### src/rtl/barrel_pkg.sv
package barrel_pkg;
  // Width of a thread ID for a given thread count (at least one bit).
  function automatic int unsigned tid_width(input int unsigned n);
    return (n > 1) ? $clog2(n) : 1;
  endfunction
endpackage

### src/rtl/slot_rotor.sv
module slot_rotor #(
  parameter int unsigned NUM_THR = 4,
  parameter int unsigned TID_W   = 2
) (
  input  logic             clk,
  input  logic             rst,
  output logic [TID_W-1:0] cur_thr
);
  localparam logic [TID_W-1:0] LAST_THR = TID_W'(NUM_THR - 1);

  always_ff @(posedge clk) begin
    if (rst) begin
      cur_thr <= '0;
    end else if (cur_thr == LAST_THR) begin
      cur_thr <= '0;
    end else begin
      cur_thr <= cur_thr + 1'b1;
    end
  end
endmodule

### src/rtl/pc_bank.sv
module pc_bank #(
  parameter int unsigned NUM_THR = 4,
  parameter int unsigned TID_W   = 2,
  parameter int unsigned PC_W    = 32,
  parameter logic [PC_W-1:0] RESET_VEC = '0,
  parameter int unsigned STEP    = 4
) (
  input  logic             clk,
  input  logic             rst,
  input  logic [TID_W-1:0] rd_thr,
  output logic [PC_W-1:0]  rd_pc,
  input  logic             adv,
  input  logic             redir_en,
  input  logic [TID_W-1:0] redir_thr,
  input  logic [PC_W-1:0]  redir_pc
);
  localparam logic [PC_W-1:0] STEP_V = PC_W'(STEP);

  logic [PC_W-1:0] pc_q [NUM_THR];

  for (genvar g = 0; g < NUM_THR; g++) begin : g_thr
    logic hit_redir;
    logic hit_adv;
    assign hit_redir = redir_en && (redir_thr == TID_W'(g));
    assign hit_adv   = adv && (rd_thr == TID_W'(g));

    always_ff @(posedge clk) begin
      if (rst) begin
        pc_q[g] <= RESET_VEC;
      end else if (hit_redir) begin
        pc_q[g] <= redir_pc;
      end else if (hit_adv) begin
        pc_q[g] <= pc_q[g] + STEP_V;
      end
    end
  end

  assign rd_pc = pc_q[rd_thr];
endmodule

### src/rtl/issue_stage.sv
module issue_stage #(
  parameter int unsigned TID_W = 2,
  parameter int unsigned PC_W  = 32
) (
  input  logic             clk,
  input  logic             rst,
  input  logic             in_valid,
  input  logic [TID_W-1:0] in_thr,
  input  logic [PC_W-1:0]  in_pc,
  output logic             out_valid,
  output logic [TID_W-1:0] out_thr,
  output logic [PC_W-1:0]  out_pc
);
  always_ff @(posedge clk) begin
    if (rst) begin
      out_valid <= 1'b0;
      out_thr   <= '0;
      out_pc    <= '0;
    end else begin
      out_valid <= in_valid;
      out_thr   <= in_thr;
      out_pc    <= in_pc;
    end
  end
endmodule

### src/rtl/barrel_issue_sel.sv
module barrel_issue_sel #(
  parameter int unsigned NUM_THR = 4,
  parameter int unsigned PC_W    = 32,
  parameter logic [PC_W-1:0] RESET_VEC = 32'h0000_0100,
  parameter int unsigned STEP    = 4,
  localparam int unsigned TID_W  = barrel_pkg::tid_width(NUM_THR)
) (
  input  logic               clk,
  input  logic               rst,
  input  logic [NUM_THR-1:0] thr_ready,
  input  logic               redir_en,
  input  logic [TID_W-1:0]   redir_thr,
  input  logic [PC_W-1:0]    redir_pc,
  output logic               slot_valid,
  output logic [TID_W-1:0]   slot_thr,
  output logic [PC_W-1:0]    slot_pc
);
  logic [TID_W-1:0] cur_thr;
  logic [PC_W-1:0]  cur_pc;
  logic             cur_go;

  slot_rotor #(.NUM_THR(NUM_THR), .TID_W(TID_W)) rotor_i (
    .clk     (clk),
    .rst     (rst),
    .cur_thr (cur_thr)
  );

  // The owner alone decides the slot; other threads' ready bits are unused here.
  assign cur_go = thr_ready[cur_thr];

  pc_bank #(
    .NUM_THR(NUM_THR), .TID_W(TID_W), .PC_W(PC_W),
    .RESET_VEC(RESET_VEC), .STEP(STEP)
  ) pcs_i (
    .clk       (clk),
    .rst       (rst),
    .rd_thr    (cur_thr),
    .rd_pc     (cur_pc),
    .adv       (cur_go),
    .redir_en  (redir_en),
    .redir_thr (redir_thr),
    .redir_pc  (redir_pc)
  );

  issue_stage #(.TID_W(TID_W), .PC_W(PC_W)) out_i (
    .clk       (clk),
    .rst       (rst),
    .in_valid  (cur_go),
    .in_thr    (cur_thr),
    .in_pc     (cur_pc),
    .out_valid (slot_valid),
    .out_thr   (slot_thr),
    .out_pc    (slot_pc)
  );
endmodule

### config.mk
export PLATFORM = sky130hd
export DESIGN_NAME = barrel_issue_sel
export DESIGN_NICKNAME = d
export VERILOG_FILES = /design/src/rtl/barrel_pkg.sv /design/src/rtl/slot_rotor.sv /design/src/rtl/pc_bank.sv /design/src/rtl/issue_stage.sv /design/src/rtl/barrel_issue_sel.sv
export SDC_FILE = /design/constraint.sdc
export NUM_CORES = 1
export LEC_CHECK = 0
export BUFFER_PORTS_ARGS = -buffer_cell sky130_fd_sc_hd__buf_4
export CAP_MARGIN = 20
export CORE_AREA = 2 2 128 192
export CTS_BUF_LIST = sky130_fd_sc_hd__clkbuf_8
export DETAILED_ROUTE_END_ITERATION = 12
export DIE_AREA = 0 0 130 194
export GPL_ROUTABILITY_DRIVEN = 0
export PLACE_DENSITY = 0.54
export SYNTH_ARGS = -nofsm -noshare
export SYNTH_HDL_FRONTEND = slang
export SYNTH_HIERARCHICAL = 1
export SYNTH_SLANG_ARGS = --single-unit
### constraint.sdc
create_clock -name clk -period 6.7 [get_ports clk]
set_input_delay 0.335 -clock clk [delete_from_list [all_inputs] [get_ports clk]]
set_output_delay 0.335 -clock clk [all_outputs]
set_load 0.05 [all_outputs]
==> flow_metrics.env <==
export IMPL_outcome="complete, no violations"
export IMPL_drv_slew=0
export IMPL_yosys_top_cells_area="edfxtp_1, mux4_2, dfxtp_1"
export IMPL_antenna_found_initial=0
export IMPL_p_int_mw=1.777
export IMPL_hp_start="redir_pc[20]"
export IMPL_coreArea_mm2=0.02357
export IMPL_rrSetupSlack_ns=3.75
export IMPL_routed_wl_um=27560
export IMPL_p_sw_frac=0.3035
export IMPL_fillers=2273
export IMPL_arrival_ns=3.29
export IMPL_maxCapViolCount=0
export IMPL_ys_flop_type="edfxtp_1"
export IMPL_synth_cell_type_count=45
export IMPL_synthesis_area_mm2=0.009261
export IMPL_n_antenna_cell=0
export IMPL_cp_common_cell="or4_1"
export IMPL_viasPerCell=5.607
export IMPL_yosys_area_top_type_share=0.4150
export IMPL_fin_crit_ns=2.951
export IMPL_initial_utilization=0.3930
export IMPL_post_route_util=0.4487
export IMPL_start_kind="register"
export IMPL_syn_nets=930
export IMPL_ys_warn_count=6
export IMPL_critical_path_max_fanout=40
export IMPL_ys_seq_elements=165
export IMPL_reg2reg_depth=6
export IMPL_ctsRootBufferMaster="clkbuf_8"
export IMPL_leakagePower_nw=3.489
export IMPL_holdWs_ns=0.1660
export IMPL_cts_buffers=17
export IMPL_clock_skew_ns=0.01401
export IMPL_hold_depth=3
export IMPL_powerDensity_mw_per_mm2=241.2
export IMPL_hp_class="in -> reg"
export IMPL_post_drt_wl_per_cell_um=21.55
export IMPL_ir_drop_v=0.0001116
export IMPL_timing_fmax_ghz=0.3388
export IMPL_crit_chain="buf_4 > nand2b_1 > or4_1 > or4_1 > mux2_2 > nand3_2"
export IMPL_grt_pass1_vias=7289
export IMPL_synthCells=884
export IMPL_min_to="pcs_i/pc_q[2][20]"
export IMPL_clk_latency_ns=0.47
export IMPL_switchingPower_mw=0.7742
export IMPL_path_clk_slew_ns=0.10
export IMPL_rsz0062_at_grt="no"
export IMPL_max_stage_delay_ns=0.85
export IMPL_finalHoldViolCount=0
export IMPL_antenna_left=0
export IMPL_drive_above_1_share=0.1813
export IMPL_clock_sinks=165
export IMPL_synth_async_sr_flop_share=0
export IMPL_dieArea_mm2=0.02522
export IMPL_cts_tree="yes"
export IMPL_drcViolationCount=0
export IMPL_worst_slew_pin_transition_ns=1.093
export IMPL_comb_power_share=0.181
export IMPL_maxSlewHeadroom=0.2712
export IMPL_port_buffers=75
export IMPL_postCtsHoldBufs=0
export IMPL_synth_top_area_cell="edfxtp_1"
export IMPL_crit_type="reg -> reg"
export IMPL_vias=7171
export IMPL_die_w_um=130
export IMPL_synth_edf_count=128
export IMPL_seq_area_frac_synth=0.4950
export IMPL_cts_setup_buffers=0
export IMPL_setup_viol=0
export IMPL_first_iter_violations=579
export IMPL_syn_area_per_cell_um2=10.48
export IMPL_track_usage=0.2257
export IMPL_ctsResizeCount=0
export IMPL_cp_slowest_cell="or4_1"
export IMPL_dp_hpwl_um=18660
export IMPL_fp_row_count=69
export IMPL_grt_pass1_wl_um=42750
export IMPL_crit_path_end_kind="register"
export IMPL_fin_setup_tns_ns=0
export IMPL_htree_num_levels=4
export IMPL_reg2reg_to="pcs_i/pc_q[0][31]"
export IMPL_post_route_period_util=0.4405
export IMPL_grt_max_degree=46
export IMPL_pwr_share_seq=0.523
export IMPL_drtPass1Iterations=5
export IMPL_critPathRequiredTime_ns=7.04
export IMPL_nNetsFinal=993
export IMPL_reg2reg_from="rotor_i/cur_thr[0]"
export IMPL_grt_overflow_total=0
export IMPL_io_pins=76
export IMPL_clockBufferDepth=2
export IMPL_pwr_share_clk=0.295
export IMPL_die_h_um=194
export IMPL_syn_to_final_growth_pct=14.20
power by group through the flow:
stage	registers, mW	clock network [mW]	logic (mW)
global route	1.35	0.807	0.497
global placement	1.35	0	0.458
CTS	1.33	0.775	0.467
floorplan	1.41	0	0.232
finish	1.33	0.754	0.463
detailed placement	1.35	0	0.466
cells in the final DEF (no fill, tap or decap), types with 3 or more instances in the layout:
cell,instances
nand2_1,147
edfxtp_1,128
o21ai_0,113
buf_4,87
xor2_1,59
nand3_1,52
xnor2_1,50
nand4_1,38
dfxtp_1,35
mux4_2,33
nor2b_1,31
nor2_1,21
clkbuf_8,17
nor3_1,17
and4_1,15
and3_1,15
inv_1,14
and2_1,13
nor4_1,13
and2b_2,5
ha_1,5
clkinvlp_4,4
clkinv_2,4
bufinv_16,3
nand2b_1,3
or2_2,3
nor3_2,3
synth_stat cells, types with 19 or more instances:
| cell | n |
|---|---|
| edfxtp_1 | 128 |
| nand2_1 | 147 |
| nand3_1 | 52 |
| xor2_1 | 59 |
| o21ai_0 | 115 |
| nor2b_1 | 31 |
| nor2_1 | 21 |
| nand4_1 | 38 |
| mux4_2 | 33 |
| xnor2_1 | 50 |
| clkbuf_1 | 36 |
| nor3_1 | 19 |
| dfxtp_1 | 37 |
per-stage QoR:
step	std cells	setup slack (ns)	area [um^2]	power, mW
6_report	1279	3.749	10580	2.551
5_1_grt	1279	3.594	10580	2.652
4_1_cts	1278	3.721	10570	2.574
3_5_place_dp	1246	3.742	10170	1.820
3_3_place_gp	1244	3.770	10140	1.812
2_1_floorplan	884	3.212	9261	1.639
metal layers:
| metal | up-vias | GRT usage | wire length (um) |
|---|---|---|---|
| li1 | 3350 | - | - |
| met5 | - | 0 | 0 |
| met2 | 201 | 0.3931 | 14360 |
| met3 | 40 | 0.03201 | 1061 |
| met4 | 0 | 0.08562 | 762 |
| met1 | 3580 | 0.2799 | 11370 |
registers in the layout (all words and copies together) (netlist names):
register	cells
rotor_i/cur_thr	2
out_i/out_valid	1
out_i/out_thr	2
out_i/out_pc	32
pcs_i/pc_q	128
worst max-delay path: cells and delay by family (launching register included):
| kind | cells | cell delay (ns) |
|---|---|---|
| DFF | 1 | 0.33 |
| and+or+nand+nor | 4 | 1.83 |
| buffers and inverters | 1 | 0.34 |
| muxes | 1 | 0.28 |
how the worst max path moves through the flow:
stage | to | cells after the start | from
after global routing | pcs_i/pc_q[0][31] | 6 | rotor_i/cur_thr[0]
after detailed placement | pcs_i/pc_q[0][31] | 6 | rotor_i/cur_thr[0]
final | pcs_i/pc_q[0][31] | 6 | rotor_i/cur_thr[0]
after global placement | pcs_i/pc_q[0][31] | 6 | rotor_i/cur_thr[0]
after CTS | pcs_i/pc_q[0][31] | 6 | rotor_i/cur_thr[0]
after floorplan | pcs_i/pc_q[2][10] | 3 | rotor_i/cur_thr[0]
cell type report:
| class | count | area, um^2 | area share |
|---|---|---|---|
| flip-flops and latches | 165 | 4587 | 0.4337 |
| well taps | 319 | 399.1 | 0.03774 |
| inverters | 12 | 45.04 | 0.004259 |
| multi-input cells | 662 | 4461 | 0.4217 |
| clock buffers | 17 | 234.0 | 0.02212 |
| clock inverters | 15 | 165.2 | 0.01562 |
| repair buffers | 89 | 685.7 | 0.06483 |
logic make-up (layout without fill, tap and decap cells):
kind of cell	count (synthesis)	count (layout)	share of synthesized area
AOI/OAI and AO/OA	128	128	0.07322
xor gates and xnor gates	109	109	0.1031
adders and majority gates	5	5	0.006755
buffers and inverters	57	133	0.02661
DFF	165	165	0.4950
muxes	34	34	0.08146
and+or+nand+nor	386	386	0.2139
(Power assumes the default switching activity.)
